==> config.mk <==
export PLATFORM = sky130hd
export DESIGN_NAME = cam_sel_status
export DESIGN_NICKNAME = d
export VERILOG_FILES = /design/src/rtl/cam_sel_pkg.sv /design/src/rtl/cam_dsel_unit.sv /design/src/rtl/cam_cyc_fsm.sv /design/src/rtl/cam_status_reg.sv /design/src/rtl/cam_sel_status.sv
export SDC_FILE = /design/constraint.sdc
export NUM_CORES = 1
export LEC_CHECK = 0
export CAP_MARGIN = 20
export CORE_ASPECT_RATIO = 0.9
export CORE_MARGIN = 2
export CORE_UTILIZATION = 30
export DETAILED_ROUTE_END_ITERATION = 12
export DONT_BUFFER_PORTS = 1
export GPL_ROUTABILITY_DRIVEN = 0
export HOLD_SLACK_MARGIN = 0.12
export PLACE_DENSITY_LB_ADDON = 0.08
export SLEW_MARGIN = 20
export SYNTH_ARGS = -nofsm -noshare
export SYNTH_HDL_FRONTEND = slang
export SYNTH_SLANG_ARGS = --single-unit
==> constraint.sdc <==
create_clock -name clk -period 2.62 [get_ports clk]
set_clock_uncertainty 0.05 [all_clocks]
set_input_delay 0.524 -clock clk [delete_from_list [all_inputs] [get_ports clk]]
set_output_delay 0.524 -clock clk [all_outputs]
set_load 0.005 [all_outputs]
==> src/rtl/cam_sel_pkg.sv <==
package cam_sel_pkg;

    typedef enum logic [2:0] {
        K_NOP   = 3'd0,
        K_CMP   = 3'd1,
        K_NFREE = 3'd2,
        K_RAND  = 3'd3,
        K_DSEL  = 3'd4
    } kind_e;

    typedef enum logic [1:0] {
        VB_NONE  = 2'b00,
        VB_MATCH = 2'b01,
        VB_NFREE = 2'b10,
        VB_RAND  = 2'b11
    } vb_e;

    typedef enum logic {
        S_IDLE   = 1'b0,
        S_ACTIVE = 1'b1
    } cyc_state_e;

endpackage

==> src/rtl/cam_dsel_unit.sv <==
module cam_dsel_unit #(
    parameter int PAGE_W = 4
) (
    input  logic              clk,
    input  logic              rst_n,
    input  logic              cs1_n,
    input  logic              cs2_n,
    input  logic [PAGE_W-1:0] page,
    input  logic              wr_en,
    input  logic [PAGE_W:0]   wr_data,
    output logic              sel
);
    localparam int EN_BIT = PAGE_W;

    logic [PAGE_W:0] dsel_q;
    logic            reg_hit;
    logic            cs_hit;

    always_ff @(posedge clk or negedge rst_n) begin
        if (!rst_n) begin
            dsel_q <= {1'b1, {PAGE_W{1'b0}}};
        end else if (wr_en) begin
            dsel_q <= wr_data;
        end
    end

    always_comb begin
        cs_hit  = !cs1_n || !cs2_n;
        reg_hit = (dsel_q[PAGE_W-1:0] == page) && !dsel_q[EN_BIT];
        sel     = cs_hit || reg_hit;
    end

    // a disabled device-select register never selects on its own
    p_dsel_disabled_r3: assert property (@(posedge clk) disable iff (!rst_n)
        (cs1_n && cs2_n && dsel_q[EN_BIT]) |-> !sel);

endmodule

==> src/rtl/cam_cyc_fsm.sv <==
module cam_cyc_fsm
    import cam_sel_pkg::*;
#(
    parameter int PAGE_W = 4,
    parameter int AA_W   = 8
) (
    input  logic            clk,
    input  logic            rst_n,
    input  logic            en_n,
    input  logic [2:0]      kind_in,
    input  logic            sel_in,
    input  logic            hit_in,
    input  logic            multi_in,
    input  logic            full_in,
    input  logic [AA_W-1:0] hit_addr_in,
    input  logic [AA_W-1:0] nf_addr_in,
    input  logic [AA_W-1:0] ra_addr_in,
    input  logic [PAGE_W:0] wdata_in,
    output logic            commit,
    output kind_e           kind_q,
    output logic            sel_q,
    output logic            hit_q,
    output logic            multi_q,
    output logic            full_q,
    output logic [AA_W-1:0] hit_addr_q,
    output logic [AA_W-1:0] nf_addr_q,
    output logic [AA_W-1:0] ra_addr_q,
    output logic [PAGE_W:0] wdata_q
);
    cyc_state_e state_q, state_d;
    logic       start;
    kind_e      kind_dec;

    always_comb begin
        case (kind_in)
            3'd1:    kind_dec = K_CMP;
            3'd2:    kind_dec = K_NFREE;
            3'd3:    kind_dec = K_RAND;
            3'd4:    kind_dec = K_DSEL;
            default: kind_dec = K_NOP;
        endcase
    end

    // next-state logic: START on en_n low, COMMIT on en_n high
    always_comb begin
        state_d = state_q;
        unique case (state_q)
            S_IDLE:   if (!en_n) state_d = S_ACTIVE;
            S_ACTIVE: if (en_n)  state_d = S_IDLE;
            default:  state_d = S_IDLE;
        endcase
    end

    // output decode
    always_comb begin
        start  = 1'b0;
        commit = 1'b0;
        unique case (state_q)
            S_IDLE:   start  = !en_n;
            S_ACTIVE: commit = en_n;
            default: ;
        endcase
    end

    always_ff @(posedge clk or negedge rst_n) begin
        if (!rst_n) begin
            state_q <= S_IDLE;
        end else begin
            state_q <= state_d;
        end
    end

    always_ff @(posedge clk or negedge rst_n) begin
        if (!rst_n) begin
            kind_q     <= K_NOP;
            sel_q      <= 1'b0;
            hit_q      <= 1'b0;
            multi_q    <= 1'b0;
            full_q     <= 1'b0;
            hit_addr_q <= '0;
            nf_addr_q  <= '0;
            ra_addr_q  <= '0;
            wdata_q    <= '0;
        end else if (start) begin
            kind_q     <= kind_dec;
            sel_q      <= sel_in;
            hit_q      <= hit_in;
            multi_q    <= multi_in;
            full_q     <= full_in;
            hit_addr_q <= hit_addr_in;
            nf_addr_q  <= nf_addr_in;
            ra_addr_q  <= ra_addr_in;
            wdata_q    <= wdata_in;
        end
    end

    // a commit only ever follows a cycle in which enable was low
    p_commit_after_low_r11: assert property (@(posedge clk) disable iff (!rst_n)
        commit |-> (en_n && $past(!en_n)));

endmodule

==> src/rtl/cam_status_reg.sv <==
module cam_status_reg
    import cam_sel_pkg::*;
#(
    parameter int PAGE_W = 4,
    parameter int AA_W   = 8
) (
    input  logic                     clk,
    input  logic                     rst_n,
    input  logic                     commit,
    input  kind_e                    kind_q,
    input  logic                     sel_q,
    input  logic                     hit_q,
    input  logic                     multi_q,
    input  logic                     full_q,
    input  logic [AA_W-1:0]          hit_addr_q,
    input  logic [AA_W-1:0]          nf_addr_q,
    input  logic [AA_W-1:0]          ra_addr_q,
    input  logic [PAGE_W-1:0]        page,
    output logic [AA_W+PAGE_W+4:0]   status
);
    localparam int ADDR_W = AA_W + PAGE_W;

    logic [ADDR_W-1:0] addr_q, addr_d;
    logic              mf_q, mf_d;
    logic              mm_q, mm_d;
    logic              ff_q, ff_d;
    vb_e               vb_q, vb_d;

    always_comb begin
        addr_d = addr_q;
        mf_d   = mf_q;
        mm_d   = mm_q;
        ff_d   = ff_q;
        vb_d   = vb_q;
        if (commit) begin
            unique case (kind_q)
                K_CMP: begin
                    if (sel_q) begin
                        mf_d   = hit_q;
                        mm_d   = hit_q && multi_q;
                        ff_d   = full_q;
                        addr_d = hit_q ? {page, hit_addr_q} : {ADDR_W{1'b1}};
                        vb_d   = hit_q ? VB_MATCH : VB_NONE;
                    end else begin
                        mf_d   = 1'b0;
                        mm_d   = 1'b0;
                        addr_d = {ADDR_W{1'b1}};
                        vb_d   = VB_NONE;
                    end
                end
                K_NFREE: begin
                    if (sel_q) begin
                        addr_d = {page, nf_addr_q};
                        vb_d   = VB_NFREE;
                    end
                end
                K_RAND: begin
                    if (sel_q) begin
                        addr_d = {page, ra_addr_q};
                        vb_d   = VB_RAND;
                    end
                end
                default: ;
            endcase
        end
    end

    always_ff @(posedge clk or negedge rst_n) begin
        if (!rst_n) begin
            addr_q <= {ADDR_W{1'b1}};
            mf_q   <= 1'b0;
            mm_q   <= 1'b0;
            ff_q   <= 1'b0;
            vb_q   <= VB_NONE;
        end else begin
            addr_q <= addr_d;
            mf_q   <= mf_d;
            mm_q   <= mm_d;
            ff_q   <= ff_d;
            vb_q   <= vb_d;
        end
    end

    assign status = {vb_q, ff_q, mm_q, mf_q, addr_q};

    // outside a commit the status image holds
    p_status_hold_r11: assert property (@(posedge clk) disable iff (!rst_n)
        !commit |=> $stable(status));

    // a compare that passes the device by leaves no match behind
    p_desel_clear_r7: assert property (@(posedge clk) disable iff (!rst_n)
        (commit && kind_q == K_CMP && !sel_q) |=> (!mf_q && !mm_q && vb_q == VB_NONE));

    // a selected hit reports a match-sourced address
    p_hit_report_r5: assert property (@(posedge clk) disable iff (!rst_n)
        (commit && kind_q == K_CMP && sel_q && hit_q) |=> (mf_q && vb_q == VB_MATCH));

    // a match-sourced address always comes with the match flag set
    p_vb_needs_mf_r5: assert property (@(posedge clk) disable iff (!rst_n)
        (vb_q == VB_MATCH) |-> mf_q);

    // multiple match is never reported without a match
    p_mm_needs_mf_r6: assert property (@(posedge clk) disable iff (!rst_n)
        mm_q |-> mf_q);

endmodule

==> src/rtl/cam_sel_status.sv <==
module cam_sel_status
    import cam_sel_pkg::*;
#(
    parameter int PAGE_W = 4,
    parameter int AA_W   = 8
) (
    input  logic                   clk,
    input  logic                   rst_n,
    input  logic                   en_n,
    input  logic                   cs1_n,
    input  logic                   cs2_n,
    input  logic [2:0]             kind,
    input  logic [PAGE_W-1:0]      page,
    input  logic                   hit,
    input  logic                   multi,
    input  logic                   full,
    input  logic [AA_W-1:0]        hit_addr,
    input  logic [AA_W-1:0]        nf_addr,
    input  logic [AA_W-1:0]        ra_addr,
    input  logic [PAGE_W:0]        dsel_wdata,
    output logic                   sel,
    output logic [AA_W+PAGE_W+4:0] status
);
    logic            commit;
    kind_e           kind_q;
    logic            sel_q;
    logic            hit_q;
    logic            multi_q;
    logic            full_q;
    logic [AA_W-1:0] hit_addr_q;
    logic [AA_W-1:0] nf_addr_q;
    logic [AA_W-1:0] ra_addr_q;
    logic [PAGE_W:0] wdata_q;
    logic            dsel_wr;

    assign dsel_wr = commit && (kind_q == K_DSEL);

    cam_dsel_unit #(.PAGE_W(PAGE_W)) u_dsel (
        .clk     (clk),
        .rst_n   (rst_n),
        .cs1_n   (cs1_n),
        .cs2_n   (cs2_n),
        .page    (page),
        .wr_en   (dsel_wr),
        .wr_data (wdata_q),
        .sel     (sel)
    );

    cam_cyc_fsm #(.PAGE_W(PAGE_W), .AA_W(AA_W)) u_fsm (
        .clk         (clk),
        .rst_n       (rst_n),
        .en_n        (en_n),
        .kind_in     (kind),
        .sel_in      (sel),
        .hit_in      (hit),
        .multi_in    (multi),
        .full_in     (full),
        .hit_addr_in (hit_addr),
        .nf_addr_in  (nf_addr),
        .ra_addr_in  (ra_addr),
        .wdata_in    (dsel_wdata),
        .commit      (commit),
        .kind_q      (kind_q),
        .sel_q       (sel_q),
        .hit_q       (hit_q),
        .multi_q     (multi_q),
        .full_q      (full_q),
        .hit_addr_q  (hit_addr_q),
        .nf_addr_q   (nf_addr_q),
        .ra_addr_q   (ra_addr_q),
        .wdata_q     (wdata_q)
    );

    cam_status_reg #(.PAGE_W(PAGE_W), .AA_W(AA_W)) u_stat (
        .clk        (clk),
        .rst_n      (rst_n),
        .commit     (commit),
        .kind_q     (kind_q),
        .sel_q      (sel_q),
        .hit_q      (hit_q),
        .multi_q    (multi_q),
        .full_q     (full_q),
        .hit_addr_q (hit_addr_q),
        .nf_addr_q  (nf_addr_q),
        .ra_addr_q  (ra_addr_q),
        .page       (page),
        .status     (status)
    );

    // a device-select write never disturbs the status image
    p_dsel_wr_keeps_status_r4: assert property (@(posedge clk) disable iff (!rst_n)
        dsel_wr |=> $stable(status));

endmodule

==> impl_results.html, run 1 <==
<table>
<tr><th>Metric</th><th>Value</th></tr>
<tr><th colspan="2">Clock network</th></tr>
<tr><td>Library cell used as clock root buffer</td><td>clkbuf_8</td></tr>
<tr><td>Number of hold buffers added after cts</td><td>2</td></tr>
<tr><td>TritonCTS clock tree</td><td>done</td></tr>
<tr><td>TritonCTS Buffers</td><td>9</td></tr>
<tr><td>H-tree level count</td><td>3</td></tr>
<tr><td>Number of buffers between clock root and the deepest sink</td><td>2</td></tr>
<tr><td>Number of sinks handled by clock tree synthesis</td><td>approximately 60</td></tr>
<tr><td>Post-cts resize count</td><td>0</td></tr>
<tr><td>Worst-path clk slew</td><td>roughly 70 ps</td></tr>
<tr><td>Number of buffers inserted by post-CTS setup repair</td><td>0</td></tr>
<tr><td>Later-pin clock latency in the skew report</td><td>330 ps</td></tr>
<tr><th colspan="2">Synth</th></tr>
<tr><td>Main area contributors after synthesis</td><td>dfrtp_1, nand2_1, dfstp_2, o21ai_0, mux2_2</td></tr>
<tr><td>Ys Warns</td><td>0</td></tr>
<tr><td>Post-synthesis average cell area</td><td>9.46 sq um</td></tr>
<tr><td>Cell type with the highest aggregate area in the netlist</td><td>dfrtp_1</td></tr>
<tr><td>Part of the Yosys area used for sequential elements</td><td>0.574</td></tr>
<tr><td>Number of standard cells after synthesis</td><td>275</td></tr>
<tr><td>Net count after synthesis</td><td>~320</td></tr>
<tr><td>Share of synthesized flip-flops with an asynchronous set or reset</td><td>1.00</td></tr>
<tr><td>Main synth FF type</td><td>dfrtp_1</td></tr>
<tr><td>EDFF count, synth</td><td>0</td></tr>
<tr><td>#FFs+latches synth</td><td>~60</td></tr>
<tr><td>Share of the synthesized area in the top cell type</td><td>0.442</td></tr>
<tr><td>Number of distinct standard cells referenced by the synthesized netlist</td><td>31</td></tr>
<tr><td>Post-synthesis cell area</td><td>2600 sq um</td></tr>
<tr><th colspan="2">Global route</th></tr>
<tr><td>Final global-route overflow total</td><td>0</td></tr>
<tr><td>Wire length of the first global-routing pass</td><td>between 10000 and 15000 um</td></tr>
<tr><td>Via count of the first global-routing pass</td><td>~2000</td></tr>
<tr><td>Global Route Usage Sum</td><td>0.146</td></tr>
<tr><td>Pin count of the biggest net entering global routing</td><td>60</td></tr>
<tr><td>Number of antenna violations at the first check in global routing</td><td>0</td></tr>
<tr><th colspan="2">Power and ir drop</th></tr>
<tr><td>Leak pwr</td><td>about 1.3 nW</td></tr>
<tr><td>Final Total Pwr</td><td>~2.5 mW</td></tr>
<tr><td>Maximum vdd drop</td><td>between 0.2 and 0.25 mV</td></tr>
<tr><td>Power Dens Cells</td><td>between 800 and 900 nW/um^2</td></tr>
<tr><th colspan="2">Timing</th></tr>
<tr><td>Setup total negative slack</td><td>0 ps</td></tr>
<tr><td>Fmax achieved</td><td>between 400 and 500 MHz</td></tr>
<tr><td>Final worst-path cycle share</td><td>0.774</td></tr>
<tr><td>Count of endpoints failing hold in the final timing report</td><td>0</td></tr>
<tr><td>Slew @ Worst Pin</td><td>~780 ps</td></tr>
<tr><td>Final critical path time including I/O delays and setup</td><td>just over 2000 ps</td></tr>
<tr><td>Unrepaired setup endpoints after global routing</td><td>no</td></tr>
<tr><td>Total setup violations reported at the end of the flow</td><td>0</td></tr>
<tr><td>Remaining max-slew budget at the tightest pin</td><td>0.479</td></tr>
<tr><td>Tightest hold margin</td><td>196 ps</td></tr>
<tr><td>Pins Over Slew Limit</td><td>0</td></tr>
<tr><th colspan="2">Setup path</th></tr>
<tr><td>Data arrival time at the worst-slack endpoint</td><td>around 1500 ps</td></tr>
<tr><td>CP max FO</td><td>2</td></tr>
<tr><td>Sort of element at the start of the critical path</td><td>flop</td></tr>
<tr><td>Worst Path Buf+Inv</td><td>0</td></tr>
<tr><td>Type of element capturing the critical path</td><td>primary output</td></tr>
<tr><td>Critical Path Max Stage Delay</td><td>480 ps</td></tr>
<tr><td>Highest-delay cell along the critical path</td><td>o311ai_0</td></tr>
<tr><td>CP Data Required Time</td><td>around 2000 ps</td></tr>
<tr><td>Startpoint of the worst-slack reg-to-reg timing path</td><td>u_fsm.kind_q[1]</td></tr>
<tr><td>CP Class</td><td>reg2out</td></tr>
<tr><td>RR Endpoint</td><td>u_stat.vb_q[0]</td></tr>
<tr><td>Largest delay share family, worst path</td><td>compound AO/OA/AOI/OAI gates</td></tr>
<tr><td>Register-to-Register Path Depth</td><td>4</td></tr>
<tr><td>Sequence of cells on the critical path</td><td>xnor2_1 &gt; nand3_1 &gt; o311ai_0</td></tr>
<tr><td>Slack of the worst reg-to-reg path</td><td>790 ps</td></tr>
<tr><th colspan="2">Cells and area</th></tr>
<tr><td>Most used cells in the layout excluding fill and tap cells</td><td>nand2_1, dfrtp_1, o21ai_0</td></tr>
<tr><td>Most common cell after layout, fill and taps aside</td><td>nand2_1</td></tr>
<tr><td>Utilization of the core after routing</td><td>0.344</td></tr>
<tr><td>Post-layout nets</td><td>317</td></tr>
<tr><td>Cell area after layout</td><td>roughly 2900 sq um</td></tr>
<tr><td>Final-layout fill cell count</td><td>915</td></tr>
<tr><td>Share of final-layout standard cells stronger than drive strength 1</td><td>0.155</td></tr>
<tr><td>Layout overhead on the synthesized area</td><td>12.3%</td></tr>
<tr><td># diodes</td><td>0</td></tr>
<tr><th colspan="2">Die</th></tr>
<tr><td>Initial core utilization</td><td>0.307</td></tr>
<tr><td>Die Outline Area</td><td>9440 sq um</td></tr>
<tr><td>Standard-cell row count</td><td>32</td></tr>
<tr><td>Core region area</td><td>roughly 8500 sq um</td></tr>
<tr><td>Io pins</td><td>between 60 and 70</td></tr>
<tr><td>DIE WIDTH</td><td>around 100 um</td></tr>
<tr><td>Die H</td><td>92.4 um</td></tr>
<tr><th colspan="2">Place</th></tr>
<tr><td>Detailed-placement wirelength estimate</td><td>about 4200 um</td></tr>
<tr><td>Placement Cell Area</td><td>2690 sq um</td></tr>
<tr><td># port buffers</td><td>0</td></tr>
<tr><th colspan="2">Routing</th></tr>
<tr><td>First-pass detailed-route iteration total</td><td>4</td></tr>
<tr><td>Vias post-DR</td><td>between 1500 and 2000</td></tr>
<tr><td>Number of vias per cell</td><td>approximately 4.6</td></tr>
<tr><td>First-iteration detailed-routing DRC count</td><td>65</td></tr>
<tr><td>Final routed wirelength across all metal layers</td><td>6200 um</td></tr>
<tr><td>Wire length per cell</td><td>roughly 16 um</td></tr>
<tr><td>Residual antenna-violating net count after detailed routing</td><td>0</td></tr>
<tr><td>Detailed-route DRC error count</td><td>0</td></tr>
<tr><th colspan="2">Min path</th></tr>
<tr><td>Startpoint of the tightest hold check path</td><td>en_n</td></tr>
<tr><td>Worst min-delay path endpoint</td><td>u_fsm.state_q</td></tr>
<tr><td>Path class of the lowest-slack min-delay path</td><td>in2reg</td></tr>
<tr><td>Instance count along the most critical hold path</td><td>1</td></tr>
<tr><th colspan="2">Run</th></tr>
<tr><td>Number of violations of the max-capacitance limit</td><td>0</td></tr>
<tr><th colspan="2">Outcome</th></tr>
<tr><td>Status</td><td>finished clean</td></tr>
</table>
## layout make-up
cell class,count,area (sq um),area share
clock buffers,11,141,0.0484
well taps,119,149,0.0510
repair buffers,6,67.6,0.0231
flip-flops and latches,59,1490,0.511
multi-input cells,194,1010,0.345
inverters,3,11.3,0.00385
clock inverters,5,52.6,0.0180
## routing by layer
layer | vias to the layer above | routed length (um) | global-route usage | share of wire
met1 | 882 | 3020 | 0.194 | 0.49
met4 | 0 | 31 | 0.0367 | 0.0050
met2 | 42 | 2670 | 0.209 | 0.43
met3 | 2 | 481 | 0.0747 | 0.078
met5 | - | 0 | 0 | 0
li1 | 906 | - | - | -
## power by group
group | switching (mW) | internal [mW]
combinational | 0.200 | 0.159
sequential | 0.153 | 1.18
clock | 0.355 | 0.460
total | 0.708 | 1.80
## Yosys cell counts, drive strengths merged, types with 4 or more instances
library cell and n:
a211oi 9, a21oi 6, buf 12, clkbuf 7, dfrtp 46, dfstp 13
mux2 7, nand2 101, nand3b 4, nor2b 9, nor3 10, o21ai 20
o31ai 10
## through the flow
step                std cells  setup WS [ps]
floorplan                 275            922
global placement          379            806
detailed placement        379            775
CTS                       397            556
global route              397            490
finish                    397            593
## logic make-up after synthesis
group,after synthesis,synth area share
AO/OA/AOI/OAI,47,0.112
buffers and inverters,22,0.0404
AND/OR/NAND/NOR,135,0.227
flip-flops,59,0.574
XOR/XNOR,4,0.0135
multiplexers,8,0.0341
## registers in the layout (all words and copies together) (netlist names), 2 cells and up
register          flops
u_stat.addr_q        12
u_fsm.hit_addr_q      8
u_fsm.nf_addr_q       8
u_fsm.ra_addr_q       8
u_dsel.dsel_q         5
u_fsm.wdata_q         5
u_fsm.kind_q          3
u_stat.vb_q           2
## how the worst max path moves through the flow
stage / start / endpoint / slack, ps / depth (start not counted)
floorplan: page[3] / sel / 920 / 3
global placement: page[0] / sel / 810 / 3
detailed placement: u_fsm.kind_q[1] / u_stat.vb_q[0] / 770 / 4
CTS: u_dsel.dsel_q[3] / sel / 560 / 3
global route: u_dsel.dsel_q[3] / sel / 490 / 3
finish: u_dsel.dsel_q[3] / sel / 590 / 3
No activity file was read; power rests on OpenSTA's default activity.
==> run 2: changes to the inputs <==
==> constraint.sdc (replaced) <==
create_clock -name clk -period 1.94 [get_ports clk]
set_clock_uncertainty 0.05 [all_clocks]
set_input_delay 0.388 -clock clk [delete_from_list [all_inputs] [get_ports clk]]
set_output_delay 0.388 -clock clk [all_outputs]
set_load 0.005 [all_outputs]
==> run 2 against run 1 <==
  * Count of clock-buffer cells in the layout up 2
  * Power up 31%
  * Sequential share of layout area down 5.1 points
  * Global-route usage about the same
  * Critical path type unchanged
  * Highest routed layer unchanged
==> impl_results.html, run 2 (synthesized netlist as in run 1, its figures left out) <==
<table>
<tr><th>Metric</th><th>Value</th></tr>
<tr><th colspan="2">Routing</th></tr>
<tr><td>First-pass detailed-route iteration total</td><td>4 (unchanged)</td></tr>
<tr><td>Detailed-route DRC error count</td><td>0 (unchanged)</td></tr>
<tr><td>Residual antenna-violating net count after detailed routing</td><td>0 (unchanged)</td></tr>
<tr><td>Wire length per cell</td><td>14.7 um (was 15.6 um)</td></tr>
<tr><td>Number of vias per cell</td><td>4.43 (was 4.61)</td></tr>
<tr><td>First-iteration detailed-routing DRC count</td><td>67 (was 65)</td></tr>
<tr><td>Final routed wirelength across all metal layers</td><td>6340 um (was 6200 um)</td></tr>
<tr><td>Vias post-DR</td><td>1909 (was 1832)</td></tr>
<tr><th colspan="2">Run</th></tr>
<tr><td>Number of violations of the max-capacitance limit</td><td>0 (unchanged)</td></tr>
<tr><th colspan="2">Timing</th></tr>
<tr><td>Fmax achieved</td><td>~560 MHz</td></tr>
<tr><td>Pins Over Slew Limit</td><td>0 (unchanged)</td></tr>
<tr><td>Final critical path time including I/O delays and setup</td><td>roughly 1800 ps</td></tr>
<tr><td>Setup total negative slack</td><td>0 ps (unchanged)</td></tr>
<tr><td>Slew @ Worst Pin</td><td>494 ps (was 782 ps)</td></tr>
<tr><td>Count of endpoints failing hold in the final timing report</td><td>0 (unchanged)</td></tr>
<tr><td>Final worst-path cycle share</td><td>0.915</td></tr>
<tr><td>Total setup violations reported at the end of the flow</td><td>0 (unchanged)</td></tr>
<tr><td>Unrepaired setup endpoints after global routing</td><td>no (unchanged)</td></tr>
<tr><td>Tightest hold margin</td><td>139 ps (was 196 ps)</td></tr>
<tr><td>Remaining max-slew budget at the tightest pin</td><td>0.669 (was 0.479)</td></tr>
<tr><th colspan="2">Global route</th></tr>
<tr><td>Global routing usage on met2</td><td>0.194 (was 0.209)</td></tr>
<tr><td>Via count of the first global-routing pass</td><td>1907 (was 2007)</td></tr>
<tr><td>Pin count of the biggest net entering global routing</td><td>60 (unchanged)</td></tr>
<tr><td>Final global-route overflow total</td><td>0 (unchanged)</td></tr>
<tr><td>Global Route Usage Sum</td><td>0.145 (was 0.146)</td></tr>
<tr><td>Met1 Use GR</td><td>0.210 (was 0.194)</td></tr>
<tr><td>Wire length of the first global-routing pass</td><td>10200 um (was 10300 um)</td></tr>
<tr><td>Busiest layer in global routing</td><td>met1 (was met2)</td></tr>
<tr><td>Met3 demand-to-capacity share in global routing</td><td>0.0604 (was 0.0747)</td></tr>
<tr><td>Number of antenna violations at the first check in global routing</td><td>0 (unchanged)</td></tr>
<tr><th colspan="2">Power and ir drop</th></tr>
<tr><td>Leak pwr</td><td>1.47 nW (was 1.34 nW)</td></tr>
<tr><td>Sequential fraction of design power</td><td>0.549 (was 0.532)</td></tr>
<tr><td>Fraction of power spent switching nets</td><td>0.286 (was 0.282)</td></tr>
<tr><td>Maximum vdd drop</td><td>0.287 mV (was 0.216 mV)</td></tr>
<tr><td>Power share of the clock group</td><td>0.287 (was 0.325)</td></tr>
<tr><td>P_int</td><td>2.35 mW (was 1.80 mW)</td></tr>
<tr><td>Power Dens Cells</td><td>1020 nW/um^2 (was 858 nW/um^2)</td></tr>
<tr><td>Combinational fraction of design power</td><td>0.164 (was 0.143)</td></tr>
<tr><td>Switch Pwr</td><td>0.943 mW (was 0.708 mW)</td></tr>
<tr><th colspan="2">Cells and area</th></tr>
<tr><td>Most used cells in the layout excluding fill and tap cells</td><td>nand2_1, dfrtp_1, dlygate4sd3_1 (was nand2_1, dfrtp_1, o21ai_0)</td></tr>
<tr><td>Layout overhead on the synthesized area</td><td>24.7% (was 12.3%)</td></tr>
<tr><td>Final-layout fill cell count</td><td>935 (was 915)</td></tr>
<tr><td>Area taken by multi-input logic gates</td><td>1010 sq um (about the same)</td></tr>
<tr><td>Flip-flop count of the largest register after layout</td><td>12 (unchanged)</td></tr>
<tr><td>Share of final-layout standard cells stronger than drive strength 1</td><td>0.144 (was 0.155)</td></tr>
<tr><td>Most common cell after layout, fill and taps aside</td><td>nand2_1 (unchanged)</td></tr>
<tr><td>Top register by number of flip-flops</td><td>u_stat.addr_q (unchanged)</td></tr>
<tr><td>Utilization of the core after routing</td><td>0.382 (was 0.344)</td></tr>
<tr><td>Post-layout nets</td><td>351 (was 317)</td></tr>
<tr><td>Sequential cell area in the final layout</td><td>1490 sq um (unchanged)</td></tr>
<tr><td># diodes</td><td>0 (unchanged)</td></tr>
<tr><td>Cell area after layout</td><td>3240 sq um (was 2920 sq um)</td></tr>
<tr><td>Number of standard cells in the final layout excluding fillers</td><td>431 (was 397)</td></tr>
<tr><th colspan="2">Setup path</th></tr>
<tr><td>Type of element capturing the critical path</td><td>primary output (unchanged)</td></tr>
<tr><td>Sort of element at the start of the critical path</td><td>flop (unchanged)</td></tr>
<tr><td>Highest-delay cell along the critical path</td><td>dfrtp_1 (was o311ai_0)</td></tr>
<tr><td>CP Class</td><td>reg2out (unchanged)</td></tr>
<tr><td>CP Data Required Time</td><td>1500 ps (was 2050 ps)</td></tr>
<tr><td>Data arrival time at the worst-slack endpoint</td><td>1340 ps (was 1450 ps)</td></tr>
<tr><td>Sequence of cells on the critical path</td><td>xnor2_1 &gt; nand3_1 &gt; o311ai_2 (was xnor2_1 &gt; nand3_1 &gt; o311ai_0)</td></tr>
<tr><td>CP max FO</td><td>2 (unchanged)</td></tr>
<tr><td>Critical Path Max Stage Delay</td><td>410 ps (was 480 ps)</td></tr>
<tr><th colspan="2">Clock network</th></tr>
<tr><td>Worst-path clk slew</td><td>60 ps (was 70 ps)</td></tr>
<tr><td>H-tree level count</td><td>3 (unchanged)</td></tr>
<tr><td>Library cell used as clock root buffer</td><td>clkbuf_8 (unchanged)</td></tr>
<tr><td>Number of buffers between clock root and the deepest sink</td><td>2 (unchanged)</td></tr>
<tr><td>TritonCTS clock tree</td><td>done (unchanged)</td></tr>
<tr><td>Later-pin clock latency in the skew report</td><td>330 ps (about the same)</td></tr>
<tr><td>TritonCTS Buffers</td><td>9 (unchanged)</td></tr>
<tr><td>Number of sinks handled by clock tree synthesis</td><td>59 (unchanged)</td></tr>
<tr><th colspan="2">Place</th></tr>
<tr><td># port buffers</td><td>0 (unchanged)</td></tr>
<tr><td>Placed cell count</td><td>382 (was 379)</td></tr>
<tr><td>Detailed-placement wirelength estimate</td><td>4350 um (was 4180 um)</td></tr>
<tr><td>Placement Cell Area</td><td>2730 sq um (was 2690 sq um)</td></tr>
<tr><th colspan="2">Die</th></tr>
<tr><td>Io pins</td><td>62 (unchanged)</td></tr>
<tr><td>Die H</td><td>92.4 um (unchanged)</td></tr>
<tr><td>Core region area</td><td>8490 sq um (unchanged)</td></tr>
<tr><td>DIE WIDTH</td><td>102 um (unchanged)</td></tr>
<tr><td>Initial core utilization</td><td>0.307 (unchanged)</td></tr>
<tr><td>Die Outline Area</td><td>9440 sq um (unchanged)</td></tr>
<tr><td>Standard-cell row count</td><td>32 (unchanged)</td></tr>
<tr><th colspan="2">Min path</th></tr>
<tr><td>Path class of the lowest-slack min-delay path</td><td>in2reg (unchanged)</td></tr>
<tr><th colspan="2">Outcome</th></tr>
<tr><td>Status</td><td>finished clean (unchanged)</td></tr>
</table>
[run 2: final cells by class]
class,count,area share
Clock buffer,13,0.0459
Clock inverter,3,0.00463
Inverter,3,0.00347
Multi-Input combinational cell,194,0.313
Sequential cell,59,0.460
Tap cell,119,0.0459
Timing Repair Buffer,40,0.127
[run 2: what timing repair did]
action	in CTS	in global routing
setup buffers	0	0
hold buffers	33	0
gates resized for setup	1	1
cloned	0	0
setup endpoints to repair	1	1
endpoints found under the hold margin	90	0
[run 2: final timing paths]
check                           slack (ps)        startpoint                   to  cells past startpoint
max in group asynchronous              990             rst_n     u_dsel.dsel_q[4]                      2
worst min-delay path                   140       hit_addr[5]  u_fsm.hit_addr_q[5]                      2
min in group asynchronous              540             rst_n  u_fsm.hit_addr_q[0]                      2
worst max register to register         240   u_fsm.kind_q[2]       u_stat.vb_q[0]                      3
worst max-delay path                   160  u_dsel.dsel_q[3]                  sel                      3
worst min register to register         430  u_fsm.wdata_q[1]     u_fsm.wdata_q[1]                      2
[run 2: metrics by stage]
stage / total power, mW / setup WS (ps)
6_report: 3.30 / 165
5_1_grt: 3.53 / 92.1
4_1_cts: 3.37 / 71.6
3_5_place_dp: 2.30 / 242
3_3_place_gp: 2.30 / 259
2_1_floorplan: 2.14 / 506
[run 2: worst max-delay path, delay by kind of cell, from the launching register on]
kind             cells  cell delay (ps)
flip-flops           1              410
AO/OA/AOI/OAI        1              330
XOR/XNOR             1              140
AND/OR/NAND/NOR      1              130
[run 2: power groups by stage]
stage               Combinational (mW)  Clock [mW]  Sequential [mW]
floorplan                        0.403           0             1.74
global placement                 0.461           0             1.84
detailed placement               0.464           0             1.84
CTS                              0.549        1.00             1.82
global route                     0.627        1.05             1.85
finish                           0.542       0.945             1.81
[run 2: layer usage]
layer,share of wire,wire length [um]
met1,0.50,3170
met2,0.42,2670
met4,0.0049,31
met3,0.074,469
met5,0,0
==> run 3: changes to the inputs <==
--- a/config.mk
+++ b/config.mk
@@ -5,6 +5,7 @@
 export SDC_FILE = /design/constraint.sdc
 export NUM_CORES = 1
 export LEC_CHECK = 0
+export ABC_AREA = 1
 export CAP_MARGIN = 20
 export CORE_ASPECT_RATIO = 0.9
 export CORE_MARGIN = 2
@@ -13,6 +14,7 @@
 export DONT_BUFFER_PORTS = 1
 export GPL_ROUTABILITY_DRIVEN = 0
 export HOLD_SLACK_MARGIN = 0.12
+export MAX_ROUTING_LAYER = met4
 export PLACE_DENSITY_LB_ADDON = 0.08
 export SLEW_MARGIN = 20
 export SYNTH_ARGS = -nofsm -noshare
==> run 3 against run 2 <==
  * Setup slack better by 170 ps
  * Clock power up 9%
  * Largest cell class unchanged
  * Cell area shrank 3.3%
  * Combinational power decreased by 5.2%
  * Flip-flop and latch count unchanged
  * Area after synthesis decreased by 1.9%
  * Worst hold slack about the same
==> impl_results.html, run 3 <==
<table>
<tr><th>Metric</th><th>Value</th></tr>
<tr><th colspan="2">Outcome</th></tr>
<tr><td>Status</td><td>finished clean (unchanged)</td></tr>
<tr><th colspan="2">Die</th></tr>
<tr><td>Core region area</td><td>8150 sq um (was 8490 sq um)</td></tr>
<tr><td>Standard-cell row count</td><td>31 (was 32)</td></tr>
<tr><td>Initial core utilization</td><td>0.313 (was 0.307)</td></tr>
<tr><td>Die Outline Area</td><td>9260 sq um (was 9440 sq um)</td></tr>
<tr><td>Die H</td><td>91.5 um (was 92.4 um)</td></tr>
<tr><td>Io pins</td><td>62 (unchanged)</td></tr>
<tr><td>DIE WIDTH</td><td>101 um (was 102 um)</td></tr>
<tr><th colspan="2">Routing</th></tr>
<tr><td>First-pass detailed-route iteration total</td><td>4 (unchanged)</td></tr>
<tr><td>Residual antenna-violating net count after detailed routing</td><td>0 (unchanged)</td></tr>
<tr><td>Number of vias per cell</td><td>4.49 (was 4.43)</td></tr>
<tr><td>Wire length per cell</td><td>14.0 um (was 14.7 um)</td></tr>
<tr><td>Detailed-route DRC error count</td><td>0 (unchanged)</td></tr>
<tr><td>First-iteration detailed-routing DRC count</td><td>64 (was 67)</td></tr>
<tr><td>Final routed wirelength across all metal layers</td><td>6180 um (was 6340 um)</td></tr>
<tr><td>Vias post-DR</td><td>1990 (was 1909)</td></tr>
<tr><th colspan="2">Cells and area</th></tr>
<tr><td>Flip-flop count of the largest register after layout</td><td>12 (unchanged)</td></tr>
<tr><td>Most used cells in the layout excluding fill and tap cells</td><td>nand2_1, dfrtp_1, o21ai_0 (was nand2_1, dfrtp_1, dlygate4sd3_1)</td></tr>
<tr><td>Area taken by multi-input logic gates</td><td>890 sq um (was 1010 sq um)</td></tr>
<tr><td>Top register by number of flip-flops</td><td>u_stat.addr_q (unchanged)</td></tr>
<tr><td>Most common cell after layout, fill and taps aside</td><td>nand2_1 (unchanged)</td></tr>
<tr><td>Share of final-layout standard cells stronger than drive strength 1</td><td>0.105 (was 0.144)</td></tr>
<tr><td>Sequential cell area in the final layout</td><td>1490 sq um (unchanged)</td></tr>
<tr><td>Final-layout fill cell count</td><td>845 (was 935)</td></tr>
<tr><td>Layout overhead on the synthesized area</td><td>22.9% (was 24.7%)</td></tr>
<tr><td>Post-layout nets</td><td>383 (was 351)</td></tr>
<tr><td>Number of standard cells in the final layout excluding fillers</td><td>443 (was 431)</td></tr>
<tr><td># diodes</td><td>0 (unchanged)</td></tr>
<tr><td>Cell area after layout</td><td>3140 sq um (was 3240 sq um)</td></tr>
<tr><th colspan="2">Setup path</th></tr>
<tr><td>CP dominant cell by count</td><td>nand2_1</td></tr>
<tr><td>CP Class</td><td>reg2out (unchanged)</td></tr>
<tr><td>Critical Path Max Stage Delay</td><td>530 ps (was 410 ps)</td></tr>
<tr><td>Highest-delay cell along the critical path</td><td>dfstp_2 (was dfrtp_1)</td></tr>
<tr><td>Launch point of the worst path</td><td>u_dsel.dsel_q[4] (was u_dsel.dsel_q[3])</td></tr>
<tr><td>RR Endpoint</td><td>u_fsm.kind_q[2] (was u_stat.vb_q[0])</td></tr>
<tr><td>Register-to-Register Path Depth</td><td>3 (unchanged)</td></tr>
<tr><td>Slack of the worst reg-to-reg path</td><td>380 ps (was 240 ps)</td></tr>
<tr><td>Type of element capturing the critical path</td><td>primary output (unchanged)</td></tr>
<tr><td>Sort of element at the start of the critical path</td><td>flop (unchanged)</td></tr>
<tr><td>Startpoint of the worst-slack reg-to-reg timing path</td><td>u_fsm.state_q (was u_fsm.kind_q[2])</td></tr>
<tr><td>Data arrival time at the worst-slack endpoint</td><td>1170 ps (was 1340 ps)</td></tr>
<tr><td>CP max FO</td><td>2 (unchanged)</td></tr>
<tr><td>CP Data Required Time</td><td>1500 ps (about the same)</td></tr>
<tr><td>Sequence of cells on the critical path</td><td>inv_1 &gt; nand2_1 &gt; nor2_1 &gt; nand3_1 &gt; nand2_1 (was xnor2_1 &gt; nand3_1 &gt; o311ai_2)</td></tr>
<tr><th colspan="2">Power and ir drop</th></tr>
<tr><td>Leak pwr</td><td>1.52 nW (was 1.47 nW)</td></tr>
<tr><td>Sequential fraction of design power</td><td>0.533 (was 0.549)</td></tr>
<tr><td>Final Total Pwr</td><td>3.30 mW (about the same)</td></tr>
<tr><td>Combinational fraction of design power</td><td>0.156 (was 0.164)</td></tr>
<tr><td>Fraction of power spent switching nets</td><td>0.296 (was 0.286)</td></tr>
<tr><td>P_int</td><td>2.32 mW (was 2.35 mW)</td></tr>
<tr><td>Switch Pwr</td><td>0.977 mW (was 0.943 mW)</td></tr>
<tr><td>Power share of the clock group</td><td>0.311 (was 0.287)</td></tr>
<tr><td>Power Dens Cells</td><td>1050 nW/um^2 (was 1020 nW/um^2)</td></tr>
<tr><td>Maximum vdd drop</td><td>0.317 mV (was 0.287 mV)</td></tr>
<tr><th colspan="2">Min path</th></tr>
<tr><td>Instance count along the most critical hold path</td><td>2 (unchanged)</td></tr>
<tr><td>Path class of the lowest-slack min-delay path</td><td>in2reg (unchanged)</td></tr>
<tr><td>Worst min-delay path endpoint</td><td>u_stat.addr_q[11] (was u_fsm.hit_addr_q[5])</td></tr>
<tr><td>Startpoint of the tightest hold check path</td><td>page[3] (was hit_addr[5])</td></tr>
<tr><th colspan="2">Timing</th></tr>
<tr><td>Final critical path time including I/O delays and setup</td><td>1610 ps (was 1780 ps)</td></tr>
<tr><td>Tightest hold margin</td><td>139 ps (about the same)</td></tr>
<tr><td>Slew @ Worst Pin</td><td>711 ps (was 494 ps)</td></tr>
<tr><td>Fmax achieved</td><td>621 MHz (was 563 MHz)</td></tr>
<tr><td>Total setup violations reported at the end of the flow</td><td>0 (unchanged)</td></tr>
<tr><td>Unrepaired setup endpoints after global routing</td><td>no (unchanged)</td></tr>
<tr><td>Final worst-path cycle share</td><td>0.830 (was 0.915)</td></tr>
<tr><td>Count of endpoints failing hold in the final timing report</td><td>0 (unchanged)</td></tr>
<tr><td>Remaining max-slew budget at the tightest pin</td><td>0.525 (was 0.669)</td></tr>
<tr><td>Pins Over Slew Limit</td><td>0 (unchanged)</td></tr>
<tr><td>Setup total negative slack</td><td>0 ps (unchanged)</td></tr>
<tr><th colspan="2">Synth</th></tr>
<tr><td>Ys Warns</td><td>0 (unchanged)</td></tr>
<tr><td>Cell type with the highest aggregate area in the netlist</td><td>dfrtp_1 (unchanged)</td></tr>
<tr><td>Net count after synthesis</td><td>351 (was 319)</td></tr>
<tr><td>Part of the Yosys area used for sequential elements</td><td>0.585 (was 0.574)</td></tr>
<tr><td>Post-synthesis average cell area</td><td>8.31 sq um (was 9.46 sq um)</td></tr>
<tr><td>Main synth FF type</td><td>dfrtp_1 (unchanged)</td></tr>
<tr><td>EDFF count, synth</td><td>0 (unchanged)</td></tr>
<tr><td>Number of standard cells after synthesis</td><td>307 (was 275)</td></tr>
<tr><td>Post-synthesis cell area</td><td>2550 sq um (was 2600 sq um)</td></tr>
<tr><td>Cell with the most instances after synthesis</td><td>nand2_1 (unchanged)</td></tr>
<tr><td>Main area contributors after synthesis</td><td>dfrtp_1, nand2_1, dfstp_2, o21ai_0, inv_1 (was dfrtp_1, nand2_1, dfstp_2, o21ai_0, mux2_2)</td></tr>
<tr><td>Top post-synthesis cells by count</td><td>nand2_1, dfrtp_1, o21ai_0 (unchanged)</td></tr>
<tr><td>Share of synthesized flip-flops with an asynchronous set or reset</td><td>1.00 (unchanged)</td></tr>
<tr><td>Number of distinct standard cells referenced by the synthesized netlist</td><td>21 (was 31)</td></tr>
<tr><td>Share of the synthesized area in the top cell type</td><td>0.451 (was 0.442)</td></tr>
<tr><td>#FFs+latches synth</td><td>59 (unchanged)</td></tr>
<tr><th colspan="2">Clock network</th></tr>
<tr><td>Number of buffers between clock root and the deepest sink</td><td>2 (unchanged)</td></tr>
<tr><td>Library cell used as clock root buffer</td><td>clkbuf_8 (unchanged)</td></tr>
<tr><td>Later-pin clock latency in the skew report</td><td>340 ps (was 330 ps)</td></tr>
<tr><td>Worst-path clk slew</td><td>80 ps (was 60 ps)</td></tr>
<tr><td>TritonCTS Buffers</td><td>9 (unchanged)</td></tr>
<tr><td>Number of sinks handled by clock tree synthesis</td><td>59 (unchanged)</td></tr>
<tr><td>H-tree level count</td><td>3 (unchanged)</td></tr>
<tr><td>Number of buffers inserted by post-CTS setup repair</td><td>0 (unchanged)</td></tr>
<tr><td>Post-cts resize count</td><td>0 (was 1)</td></tr>
<tr><td>Number of hold buffers added after cts</td><td>29 (was 33)</td></tr>
<tr><td>TritonCTS clock tree</td><td>done (unchanged)</td></tr>
<tr><th colspan="2">Global route</th></tr>
<tr><td>Wire length of the first global-routing pass</td><td>10100 um (was 10200 um)</td></tr>
<tr><td>Global Route Usage Sum</td><td>0.147 (was 0.145)</td></tr>
<tr><td>Pin count of the biggest net entering global routing</td><td>60 (unchanged)</td></tr>
<tr><td>Final global-route overflow total</td><td>0 (unchanged)</td></tr>
<tr><td>Number of antenna violations at the first check in global routing</td><td>0 (unchanged)</td></tr>
<tr><td>Via count of the first global-routing pass</td><td>1951 (was 1907)</td></tr>
<tr><th colspan="2">Place</th></tr>
<tr><td>Detailed-placement wirelength estimate</td><td>4100 um (was 4350 um)</td></tr>
<tr><td>Placed cell count</td><td>396 (was 382)</td></tr>
<tr><td>Placement Cell Area</td><td>2630 sq um (was 2730 sq um)</td></tr>
<tr><td># port buffers</td><td>0 (unchanged)</td></tr>
<tr><th colspan="2">Run</th></tr>
<tr><td>Number of violations of the max-capacitance limit</td><td>0 (unchanged)</td></tr>
</table>
[run 3: cell count changes in the layout (fill, tap and decap cells not counted), sizes merged, moves of 8 or more]
cell	delta
o211ai	+8
nor2b	-9
nand2	+37
nor3	-9
o31ai	-10
nor2	+10
inv	+28
a211oi	-9
o21ai	+16
[run 3: layer usage]
metal	vias up	GRT usage	routed length, um
met2	67	0.180	2450
met3	4	0.0639	470
met1	899	0.221	3230
met5	-	-	0
li1	1020	-	-
met4	0	0.0304	32
[run 3: logic make-up after synthesis]
logic type             Yosys count  share of synthesized area
AND/OR/NAND/NOR                158                      0.241
flip-flops                      59                      0.585
buffers and inverters           42                     0.0696
AO/OA/AOI/OAI                   48                      0.104
[run 3: worst max path at each step]
stage	to
after global routing	u_fsm.kind_q[2]
final	sel
after CTS	sel
after floorplan	u_fsm.sel_q
after detailed placement	u_fsm.kind_q[2]
after global placement	u_fsm.kind_q[2]
[run 3: worst max-delay path, delay by kind of cell (launching register included)]
family                 cells  cell delay [ps]
DFF                        1              530
buffers and inverters      1               40
and+or+nand+nor            4              270
[run 3: power groups by stage]
stage | sequential [mW] | clock (mW) | combinational (mW)
final | 1.76 | 1.03 | 0.514
after global routing | 1.80 | 1.12 | 0.612
after CTS | 1.76 | 1.07 | 0.522
after detailed placement | 1.78 | 0 | 0.439
after global placement | 1.78 | 0 | 0.437
after floorplan | 1.72 | 0 | 0.380
[run 3: layout make-up]
type / instances / share of cell area
clock buffers: 12 / 0.0494
repair buffers: 32 / 0.107
clock inverters: 4 / 0.00797
inverters: 31 / 0.0371
multi-input cells: 206 / 0.283
flip-flops and latches: 59 / 0.476
well taps: 99 / 0.0395
[run 3: through the flow]
step	worst slack, ps	utilization
6_report	330	0.385
4_1_cts	299	0.383
5_1_grt	167	0.385
2_1_floorplan	761	-
3_3_place_gp	397	0.323
3_5_place_dp	359	0.323
